<file path="src/rtl/nand_eng_pkg.sv">
package nand_eng_pkg;

  // host window selected by the two top offset bits
  typedef enum logic [1:0] {
    WIN_CMD = 2'b00,
    WIN_ADR = 2'b01,
    WIN_DAT = 2'b10,
    WIN_CTL = 2'b11
  } win_e;

endpackage

</file>
<file path="src/rtl/nand_win_decode.sv">
module nand_win_decode
  import nand_eng_pkg::*;
#(
  parameter int unsigned BE_W = 2
) (
  input  logic            valid,
  input  logic            write,
  input  logic [1:0]      win_sel,
  input  logic [BE_W-1:0] be,
  input  logic            wdata_b0,
  input  logic            ready,
  output logic            start,
  output logic            start_write,
  output win_e            start_win,
  output logic            flag_clr
);

  win_e win;
  logic take;

  always_comb begin
    win         = win_e'(win_sel);
    take        = valid && ready;
    start_write = write;
    start_win   = win;
    start       = 1'b0;
    flag_clr    = 1'b0;
    if (take) begin
      if (write) begin
        start    = (|be) && (win != WIN_CTL);
        flag_clr = (win == WIN_CTL) && wdata_b0;
      end else begin
        start    = (win == WIN_DAT);
      end
    end
  end

endmodule

</file>
<file path="src/rtl/nand_cycle_timer.sv">
module nand_cycle_timer
  import nand_eng_pkg::*;
#(
  parameter int unsigned DW = 16,
  parameter int unsigned TW = 4
) (
  input  logic          clk,
  input  logic          rst_n,
  input  logic          start,
  input  logic          start_write,
  input  win_e          start_win,
  input  logic [DW-1:0] start_wdata,
  input  logic          wide,
  input  logic [TW-1:0] ce_on,
  input  logic [TW-1:0] we_on,
  input  logic [TW-1:0] we_off,
  input  logic [TW-1:0] re_on,
  input  logic [TW-1:0] re_off,
  input  logic [TW-1:0] cap,
  input  logic [TW-1:0] last,
  input  logic [DW-1:0] dq_i,
  output logic          busy,
  output logic          ce_n,
  output logic          we_n,
  output logic          re_n,
  output logic          cle,
  output logic          ale,
  output logic [DW-1:0] dq_o,
  output logic          dq_oe,
  output logic [DW-1:0] rdata
);

  localparam int unsigned HW = DW / 2;

  logic          busy_q, busy_d;
  logic [TW-1:0] cnt_q, cnt_d;
  logic          wr_q, wr_d;
  win_e          win_q, win_d;
  logic [DW-1:0] wdat_q, wdat_d;
  logic          ce_n_q, ce_n_d, we_n_q, we_n_d, re_n_q, re_n_d;
  logic          cle_q, cle_d, ale_q, ale_d, oe_q, oe_d;
  logic [DW-1:0] rdata_q, rdata_d;
  logic          cap_en;

  // next state
  always_comb begin
    busy_d = busy_q;
    cnt_d  = cnt_q;
    wr_d   = wr_q;
    win_d  = win_q;
    wdat_d = wdat_q;
    if (busy_q) begin
      if (cnt_q == last) begin
        busy_d = 1'b0;
        cnt_d  = '0;
      end else begin
        cnt_d  = cnt_q + 1'b1;
      end
    end else if (start) begin
      busy_d = 1'b1;
      cnt_d  = '0;
      wr_d   = start_write;
      win_d  = start_win;
      wdat_d = wide ? start_wdata : {{HW{1'b0}}, start_wdata[HW-1:0]};
    end
  end

  // pin values for the next count, registered so they cannot glitch
  always_comb begin
    ce_n_d = !(busy_d && (cnt_d >= ce_on));
    we_n_d = !(busy_d && wr_d && (cnt_d >= we_on) && (cnt_d < we_off));
    re_n_d = !(busy_d && !wr_d && (cnt_d >= re_on) && (cnt_d < re_off));
    cle_d  = busy_d && (win_d == WIN_CMD);
    ale_d  = busy_d && (win_d == WIN_ADR);
    oe_d   = busy_d && wr_d && (cnt_d >= we_on);
  end

  // read capture
  always_comb begin
    cap_en  = busy_q && !wr_q && (cnt_q == cap);
    rdata_d = wide ? dq_i : {{HW{1'b0}}, dq_i[HW-1:0]};
  end

  always_ff @(posedge clk or negedge rst_n) begin
    if (!rst_n) begin
      busy_q <= 1'b0;
      cnt_q  <= '0;
      wr_q   <= 1'b0;
      win_q  <= WIN_DAT;
      wdat_q <= '0;
      ce_n_q <= 1'b1;
      we_n_q <= 1'b1;
      re_n_q <= 1'b1;
      cle_q  <= 1'b0;
      ale_q  <= 1'b0;
      oe_q   <= 1'b0;
    end else begin
      busy_q <= busy_d;
      cnt_q  <= cnt_d;
      wr_q   <= wr_d;
      win_q  <= win_d;
      wdat_q <= wdat_d;
      ce_n_q <= ce_n_d;
      we_n_q <= we_n_d;
      re_n_q <= re_n_d;
      cle_q  <= cle_d;
      ale_q  <= ale_d;
      oe_q   <= oe_d;
    end
  end

  always_ff @(posedge clk or negedge rst_n) begin
    if (!rst_n) begin
      rdata_q <= '0;
    end else if (cap_en) begin
      rdata_q <= rdata_d;
    end
  end

  assign busy  = busy_q;
  assign ce_n  = ce_n_q;
  assign we_n  = we_n_q;
  assign re_n  = re_n_q;
  assign cle   = cle_q;
  assign ale   = ale_q;
  assign dq_o  = wdat_q;
  assign dq_oe = oe_q;
  assign rdata = rdata_q;

endmodule

</file>
<file path="src/rtl/nand_rb_flag.sv">
module nand_rb_flag #(
  parameter int unsigned SYNC = 2
) (
  input  logic clk,
  input  logic rst_n,
  input  logic rb_async,
  input  logic clr,
  output logic flag
);

  logic [SYNC-1:0] sync_q, sync_d;
  logic            last_q;
  logic            flag_q, flag_d;
  logic            rise;

  generate
    if (SYNC == 1) begin : g_one
      assign sync_d = rb_async;
    end else begin : g_chain
      assign sync_d = {sync_q[SYNC-2:0], rb_async};
    end
  endgenerate

  always_comb begin
    rise   = sync_q[SYNC-1] && !last_q;
    flag_d = flag_q;
    if (clr)  flag_d = 1'b0;
    if (rise) flag_d = 1'b1;
  end

  // idle state is "ready", so no edge is seen at reset release
  always_ff @(posedge clk or negedge rst_n) begin
    if (!rst_n) begin
      sync_q <= '1;
      last_q <= 1'b1;
      flag_q <= 1'b0;
    end else begin
      sync_q <= sync_d;
      last_q <= sync_q[SYNC-1];
      flag_q <= flag_d;
    end
  end

  assign flag = flag_q;

endmodule

</file>
<file path="src/rtl/nand_cycle_engine.sv">
module nand_cycle_engine
  import nand_eng_pkg::*;
#(
  parameter int unsigned DW    = 16,
  parameter int unsigned TW    = 4,
  parameter int unsigned OFF_W = 8,
  parameter int unsigned SYNC  = 2
) (
  input  logic              clk,
  input  logic              rst_n,
  input  logic              host_valid,
  input  logic              host_write,
  input  logic [OFF_W-1:0]  host_offset,
  input  logic [DW-1:0]     host_wdata,
  input  logic [DW/8-1:0]   host_be,
  output logic              host_ready,
  output logic [DW-1:0]     host_rdata,
  input  logic              cfg_wide,
  input  logic [TW-1:0]     cfg_ce_on,
  input  logic [TW-1:0]     cfg_we_on,
  input  logic [TW-1:0]     cfg_we_off,
  input  logic [TW-1:0]     cfg_re_on,
  input  logic [TW-1:0]     cfg_re_off,
  input  logic [TW-1:0]     cfg_cap,
  input  logic [TW-1:0]     cfg_end,
  output logic              nand_ce_n,
  output logic              nand_we_n,
  output logic              nand_re_n,
  output logic              nand_cle,
  output logic              nand_ale,
  output logic [DW-1:0]     nand_dq_o,
  output logic              nand_dq_oe,
  input  logic [DW-1:0]     nand_dq_i,
  input  logic              nand_rb,
  output logic              rb_rise_flag
);

  localparam int unsigned BE_W = DW / 8;

  logic start, start_write, flag_clr, busy;
  win_e start_win;
  logic unused_off;

  assign unused_off = ^host_offset[OFF_W-3:0];
  assign host_ready = !busy;

  nand_win_decode #(.BE_W(BE_W)) i_dec (
    .valid       (host_valid),
    .write       (host_write),
    .win_sel     (host_offset[OFF_W-1 -: 2]),
    .be          (host_be),
    .wdata_b0    (host_wdata[0]),
    .ready       (host_ready),
    .start       (start),
    .start_write (start_write),
    .start_win   (start_win),
    .flag_clr    (flag_clr)
  );

  nand_cycle_timer #(.DW(DW), .TW(TW)) i_tmr (
    .clk         (clk),
    .rst_n       (rst_n),
    .start       (start),
    .start_write (start_write),
    .start_win   (start_win),
    .start_wdata (host_wdata),
    .wide        (cfg_wide),
    .ce_on       (cfg_ce_on),
    .we_on       (cfg_we_on),
    .we_off      (cfg_we_off),
    .re_on       (cfg_re_on),
    .re_off      (cfg_re_off),
    .cap         (cfg_cap),
    .last        (cfg_end),
    .dq_i        (nand_dq_i),
    .busy        (busy),
    .ce_n        (nand_ce_n),
    .we_n        (nand_we_n),
    .re_n        (nand_re_n),
    .cle         (nand_cle),
    .ale         (nand_ale),
    .dq_o        (nand_dq_o),
    .dq_oe       (nand_dq_oe),
    .rdata       (host_rdata)
  );

  nand_rb_flag #(.SYNC(SYNC)) i_rb (
    .clk      (clk),
    .rst_n    (rst_n),
    .rb_async (nand_rb),
    .clr      (flag_clr),
    .flag     (rb_rise_flag)
  );

endmodule

</file>
<file path="config.mk">
export PLATFORM = sky130hd
export DESIGN_NAME = nand_cycle_engine
export DESIGN_NICKNAME = d
export VERILOG_FILES = /design/src/rtl/nand_eng_pkg.sv /design/src/rtl/nand_win_decode.sv /design/src/rtl/nand_cycle_timer.sv /design/src/rtl/nand_rb_flag.sv /design/src/rtl/nand_cycle_engine.sv
export SDC_FILE = /design/constraint.sdc
export NUM_CORES = 1
export LEC_CHECK = 0
export ABC_AREA = 0
export BUFFER_PORTS_ARGS = -buffer_cell sky130_fd_sc_hd__buf_2
export CORE_ASPECT_RATIO = 1.4
export CORE_MARGIN = 8
export CORE_UTILIZATION = 35
export CTS_CLUSTER_SIZE = 10
export DETAILED_ROUTE_END_ITERATION = 10
export GPL_TIMING_DRIVEN = 1
export PLACE_DENSITY = 0.62
export SLEW_MARGIN = 20
export SYNTH_ARGS = -nofsm -noshare
export SYNTH_HDL_FRONTEND = slang
export SYNTH_SLANG_ARGS = --single-unit
</file>
<file path="constraint.sdc">
create_clock -name clk -period 2.8 [get_ports clk]
set_input_delay 0 -clock clk [delete_from_list [all_inputs] [get_ports clk]]
set_output_delay 0 -clock clk [all_outputs]
set_load 0.02 [all_outputs]
</file>
**Word level (Yosys, flattened, before mapping)**

Index checks and enable logic that the tools add are counted.

- Bits in registers: 50
- Bits in latches: 0
- RAM bits: 0
- Bits in read-only memories: 0
- Input port bits: 76
- Output and inout port bits: 40
- Word-level logic and storage cells: 72
- Memories: 0

- Add/subtract/negate cells: 1
- Multiply operators: 0
- Divide/modulo/power cells: 0
- $lt $le $gt $ge: 5
- Equality and inequality tests: 6
- Shift operators: 0
- Multiplexer cells: 18
- Bitwise gates (word level): 1
- Reductions and logical operators: 26

Operator list:

| operator | count |
|---|---|
| $mux 16 | 2 |
| $logic_and 1x1->1 | 15 |
| $ge 4x4->1 | 3 |
| $mux 4 | 3 |
| $mux 1 | 11 |
| $eq 4x4->1 | 2 |
| $lt 4x4->1 | 2 |
| $logic_not 1->1 | 7 |
| $add 4x1->4 const B | 1 |
| $eq 2x2->1 const B | 2 |
| $mux 2 | 2 |
| $eq 2x1->1 const B | 1 |
| $logic_not 2->1 | 1 |
| $ne 2x2->1 const B | 1 |
| $reduce_and 2->1 | 1 |
| $reduce_bool 2->1 | 1 |
| $reduce_or 2->1 | 1 |
| $not 1->1 | 1 |

**Longest topological paths before layout**

- Word-level depth: 11
- Mapped depth: 11
- Depth with buffers taken out: 11

**Hierarchy**

A second synthesis with hierarchy kept.

- Cells, all modules: 233
- Area, all modules: 2,528.7 um^2

Modules (own cells, without submodules):

| module | instances | cells an instance | area each (um^2) | sequential area each (um^2) |
|---|---|---|---|---|
| nand_cycle_timer | 1 | 216 | 2,332.2 | 1,156.1 |
| nand_rb_flag | 1 | 7 | 123.9 | 103.8 |
| nand_win_decode | 1 | 9 | 68.8 | 0.0 |
| nand_cycle_engine | 1 | 1 | 3.8 | 0.0 |

**Least setup slack after synthesis**

OpenSTA, ideal clock, no wires.

- Path kind: register to register
- From: register i_tmr.busy_q, in the netlist i_tmr.busy
- To: register i_tmr.we_n_q, in the netlist i_tmr.we_n
- Library setup time: 0.081 ns
- Data arrival time: 2.449 ns
- Data required time: 2.719 ns
- Slack: 0.270 ns
- Stages on the path, launching flop included: 11
- Buffers on the path: 0
- Clock period less this slack: 2.530 ns
- Cell sequence: dfrtp_1 nand2b_4 nor4_2 nor2_1 a21boi_2 ha_1 nand2b_1 a211o_1 o211ai_1 a221oi_2 o211ai_1

- Longest elaborated chain between the ends: 9
- Elaborated cells between the ends (all ways): 15
- Those cells by class: order compare (2); mux (7); reduce/logical (6)

Ends and longest elaborated chain:

| item | line | text |
|---|---|---|
| start, declared | nand_cycle_timer.sv:35 | `logic busy_q, busy_d;` |
| start signal, assigned | nand_cycle_timer.sv:98 | `busy_q <= busy_d;` |
| $logic_not 1->1 | nand_cycle_engine.sv:45 | `assign host_ready = !busy;` |
| $logic_and 1x1->1 | nand_win_decode.sv:23 | `take = valid && ready;` |
| $mux 1 | nand_win_decode.sv:28 | `if (take) begin` |
| $mux 4 or $mux 1 (tied branches) | nand_cycle_timer.sv:59 | `end else if (start) begin` |
| $mux 4 or $mux 1 (tied branches) | nand_cycle_timer.sv:52 | `if (busy_q) begin` |
| $ge 4x4->1 or $logic_and 1x1->1 (tied branches) | n/a |  |
| $logic_and 1x1->1 (*) | n/a |  |
| net i_tmr.oe_d | nand_cycle_timer.sv:41 | `logic cle_q, cle_d, ale_q, ale_d, oe_q, oe_d;` |
| $logic_and 1x1->1 (*) | nand_cycle_timer.sv:71 | `we_n_d = !(busy_d && wr_d && (cnt_d >= we_on) && (cnt_d < we_off));` |
| $logic_not 1->1 (*) | nand_cycle_timer.sv:71 |  |
| net i_tmr.we_n_d | nand_cycle_timer.sv:40 | `logic ce_n_q, ce_n_d, we_n_q, we_n_d, re_n_q, re_n_d;` |
| end signal, assigned | nand_cycle_timer.sv:104 | `we_n_q <= we_n_d;` |
| end, declared | nand_cycle_timer.sv:40 |  |

The timed path passes the listed nets; every way through them passes the cells marked *.
A chain may end at the register's enable or synchronous reset.

**Worst setup path in the final report**

- From: register i_tmr.cnt_q[2]
- To: register i_tmr.we_n_q, in the netlist i_tmr.we_n

- Longest elaborated chain between the ends: 7
- Elaborated cells between the ends (all ways): 13
- Those cells by class: add/sub (1); order compare (2); eq/ne (1); mux (5); reduce/logical (4)

Ends and longest elaborated chain:

| item | line | text |
|---|---|---|
| start, declared | nand_cycle_timer.sv:36 | `logic [TW-1:0] cnt_q, cnt_d;` |
| start signal, assigned | nand_cycle_timer.sv:99 | `cnt_q <= cnt_d;` |
| $add 4x1->4 or $eq 4x4->1 (tied branches) | nand_cycle_timer.sv:57, nand_cycle_timer.sv:53 |  |
| $mux 4 or $mux 1 (tied branches) | nand_cycle_timer.sv:53 | `if (cnt_q == last) begin` |
| $mux 4 or $mux 1 (tied branches) | nand_cycle_timer.sv:52 |  |
| $ge 4x4->1 or $logic_and 1x1->1 (tied branches) | n/a |  |
| $logic_and 1x1->1 (*) | n/a |  |
| net i_tmr.oe_d | nand_cycle_timer.sv:41 |  |
| $logic_and 1x1->1 (*) | nand_cycle_timer.sv:71 |  |
| $logic_not 1->1 (*) | nand_cycle_timer.sv:71 |  |
| net i_tmr.we_n_d | nand_cycle_timer.sv:40 |  |

Marked as above.

==> results.txt <==
- Result of the run: finished clean
- Net count reported at finish: around 500
- During synthesis, Yosys emitted a total of 0 warnings.
- Summing all placed instances gives a cell area of about 3200 µm².
- TritonCTS built the clock tree.
- Vias after detailed routing: between 2,000 and 2,500
- Area fraction of the dominant cell type after synthesis: ~43%
- For this run, the slowest stage of the critical path takes around 0.46 ns.
- Based on the critical path, the design can be clocked at up to slightly below 400 MHz.
- The worst path needs approximately 2.5 ns of the cycle, external delays included.
- Most frequently used flop master after synthesis: sky130_fd_sc_hd__dfrtp_1
- Entering global routing, the biggest net connects a little over 50 pins.
- The detail route stage leaves a number of antenna-violating nets equal to 0.
- WS Path Type: register to register
* Number of DRC markers in iteration 0: 80
- After floorplanning, the core was divided into 36 placement rows.
* Slowest cell on crit path: sky130_fd_sc_hd__dfrtp_1
- Clock-pin slew was measured on the worst setup and hold paths at ~0.090 ns.
- The number of pins exceeding their max-slew limit in the final report came to 0.
- Worst Max-Slew Pin Slew: a little over 0.8 ns
* Average size of a mapped cell: slightly below 10 µm²
- Class of the tightest hold or removal check: primary input to register
* Flop2flop setup slack: 0.27 ns
* Die area: roughly 10,000 µm²
- Setup repair after global routing left no endpoint under its margin.
- Kind of end point of the critical path: register
- Buf+Inv Stages, Crit Path: 0
- Summed over all cells, the static leakage comes to between 1.5 and 2 nW.
* Cell types with the largest area share after synthesis: sky130_fd_sc_hd__dfrtp_1 (43%), sky130_fd_sc_hd__ha_1 (9.5%), sky130_fd_sc_hd__dfstp_2 (7.3%)
- Initial Util: a little over a third
- Cts bufs inserted: 5
- After synthesis the netlist holds a flip-flop and latch count of 50.
- Arrival time reported for the critical path endpoint: approximately 2.8 ns
* Critical path data required time: around 3.0 ns
- The cell area that synthesis handed to floorplanning was around 2500 µm².
- Placer's final routability congestion estimate: 0.774
- CTS placed an instance of sky130_fd_sc_hd__clkbuf_8 at the clock tree root.
- Traced cell by cell, the critical path runs through xnor2_1 > nand2_1 > o311ai_0 > a21boi_2 > ha_1 > nand2b_1 > a211o_1 > o211ai_1 > a221oi_2 > o211ai_1.
- Antenna Cells: 0
* WHS: about 0.025 ns
- Cell with the most instances after synthesis: sky130_fd_sc_hd__nand2_1
- DIE WIDTH: 87.6 µm
* Wire length of the first global-routing pass: ~11,000 µm
* Number of clock sinks: 50
* Startpoint types: register
- The clock passes through at most 2 buffers.
- Biggest fanout along the worst timing path: 6
- In the routed layout, each cell is associated on average with a via count of 4.55.
* Post-DP HPWL: a little over 5000 µm
* Max-cap violations: 0
- Max-slew headroom: 44.9%
* Number of top-level pins: around 120
* Post-synthesis cell type count: 42
- CP delay by family, top: compound AO/OA/AOI/OAI gates
- For this run, design rule violations remaining after detail routing come to 0.
- Setup violations remaining at the end of the flow were counted as 0.
- The H-tree generated during clock tree synthesis spans 2 levels.
* Post-Syn Instances: 256
- For this run, the detailed router's first-pass iteration total came to 4.
- Of the available clock period, the critical path in the final layout requires about nine tenths.
* Clock tree skew after final layout: between 0.006 and 0.007 ns
* Final hold violations: 0
* Top cells by count, synth: sky130_fd_sc_hd__nand2_1 (46), sky130_fd_sc_hd__dfrtp_1 (43), sky130_fd_sc_hd__inv_1 (35)
- Power density relative to cell area: ~940 nW/µm²
- Placeable core area: 6980 µm²
- CP dominant cell by count: sky130_fd_sc_hd__o211ai_1
- Across every metal layer, demand over resource in global routing totals 13.6%.
* Via count of the first global-routing pass: ~2,400
- Die Ht: ~120 µm
* Clock latency at the later pin of the worst-skew pair: 0.30 ns
- Post-synth EDFFs: 0
- Summing the sequential cell areas from Yosys gives 50.1% of the chip area.
- Layout-stage area growth over the synthesis result: 44.1%
- IR analysis of the VDD net gives a maximum drop of just under 0.4 mV.
- Routed length per instance: 13.5 µm
- Fin area: roughly 3600 µm²
- Total Wirelength: just under 7000 µm
* Total negative slack for setup checks: 0 ns
* Most area-hungry cell type in the Yosys netlist: sky130_fd_sc_hd__dfrtp_1
- Summed over all layers, the global routing overflow is 0.
- When the netlist entered floorplanning its net count stood at 351.
* Count of input and output buffers: around 110
* Total chip power: 3.40 mW
- Ratio of cells with drive above 1 in the final layout: a little over a third
- Buffer count from post-CTS setup fixing: 0
- Antenna violations before repair: 0
- After synthesis, the share of flip-flops with an asynchronous set or reset is 100%.
[flip-flops by register name, indices dropped and copies added (netlist names), 2 cells and up]
| signal | count |
|---|---|
| i_tmr.rdata | 16 |
| i_tmr.win_q | 2 |
| i_tmr.cnt_q | 4 |
| i_rb.sync_q | 2 |
| i_tmr.dq_o | 16 |
[area by class of cell]
class	count	area [µm²]
fill	640	3360
sequential	50	1260
multi-input combinational	163	1090
timing repair buffer	148	926
inverter	35	131
tap	95	119
clock buffer	6	82.6
clock inverter	2	12.5
[through the flow]
step                      worst slack [ns]  std cells  util (%)
final                                0.268        499      51.9
after global routing                0.0181        499      51.9
after CTS                            0.258        499      51.9
after detailed placement             0.291        457      45.6
after global placement               0.361        457      45.6
after floorplan                      0.270        256         -
[worst register-to-register path: stages (launching register included)]
cell and delay, ns:
sky130_fd_sc_hd__dfrtp_1 0.46, sky130_fd_sc_hd__xnor2_1 0.16, sky130_fd_sc_hd__nand2_1 0.08, sky130_fd_sc_hd__o311ai_0 0.31, sky130_fd_sc_hd__a21boi_2 0.39, sky130_fd_sc_hd__ha_1 0.30, sky130_fd_sc_hd__nand2b_1 0.15, sky130_fd_sc_hd__a211o_1 0.30
sky130_fd_sc_hd__o211ai_1 0.11, sky130_fd_sc_hd__a221oi_2 0.09, sky130_fd_sc_hd__o211ai_1 0.11
[report_power, final]
part / internal [mW] / switching (mW) / total [mW] / leakage (nW)
combinational: 0.713 / 1.03 / 1.75 / 1.29
clock: 0.199 / 0.231 / 0.430 / 0.0472
sequential: 1.05 / 0.173 / 1.22 / 0.614
[final timing paths]
path                             endpoint      startpoint  depth (start not counted)
max                            i_tmr.we_n  i_tmr.cnt_q[2]                         10
min                            i_tmr.we_n   cfg_we_off[0]                          4
max reg2reg                    i_tmr.we_n  i_tmr.cnt_q[2]                         10
min reg2reg                i_rb.sync_q[1]  i_rb.sync_q[0]                          0
max in group asynchronous   i_tmr.dq_o[2]           rst_n                          2
min in group asynchronous  i_tmr.rdata[9]           rst_n                          2
[cell usage in the layout, fill, tap and decap left out, drive strengths merged, types with 2 or more instances in the layout]
cell	instances
clkbuf	6
o21ai	13
xor2	2
ha	19
or2	2
nand2b	4
xnor2	3
o211ai	3
dfstp	7
mux2	8
a21o	3
nor2	9
nand2	46
nor3b	3
o22a	2
dlygate4sd3	34
o22ai	3
dfrtp	43
nand3	18
a21oi	6
o31ai	2
inv	35
buf	114
[repair_timing]
item                                   in CTS  in global routing
hold buffers                               34                  0
resized for setup                           0                  0
endpoints found under the hold margin      76                  0
[cells by family after synthesis]
group                    Yosys count  share of synthesized area (%)
AND/OR/NAND/NOR                   90                           17.2
flip-flops                        50                           50.1
buffers and inverters             43                           6.82
AO/OA/AOI/OAI                     41                           11.1
adder cells (fa/ha/maj)           19                           9.46
multiplexers                       8                           3.58
XOR/XNOR                           5                           1.74
[metal layers]
layer,share of wire [%],vias up,global-route usage (%),wire length [µm]
met3,6.1,7,2.54,414
met4,1.6,0,4.26,110
met2,52,71,24.7,3510
met1,40,1046,15.5,2700
li1,-,1144,-,-
met5,0,-,0,0
Power figures use the tool's default switching activity.
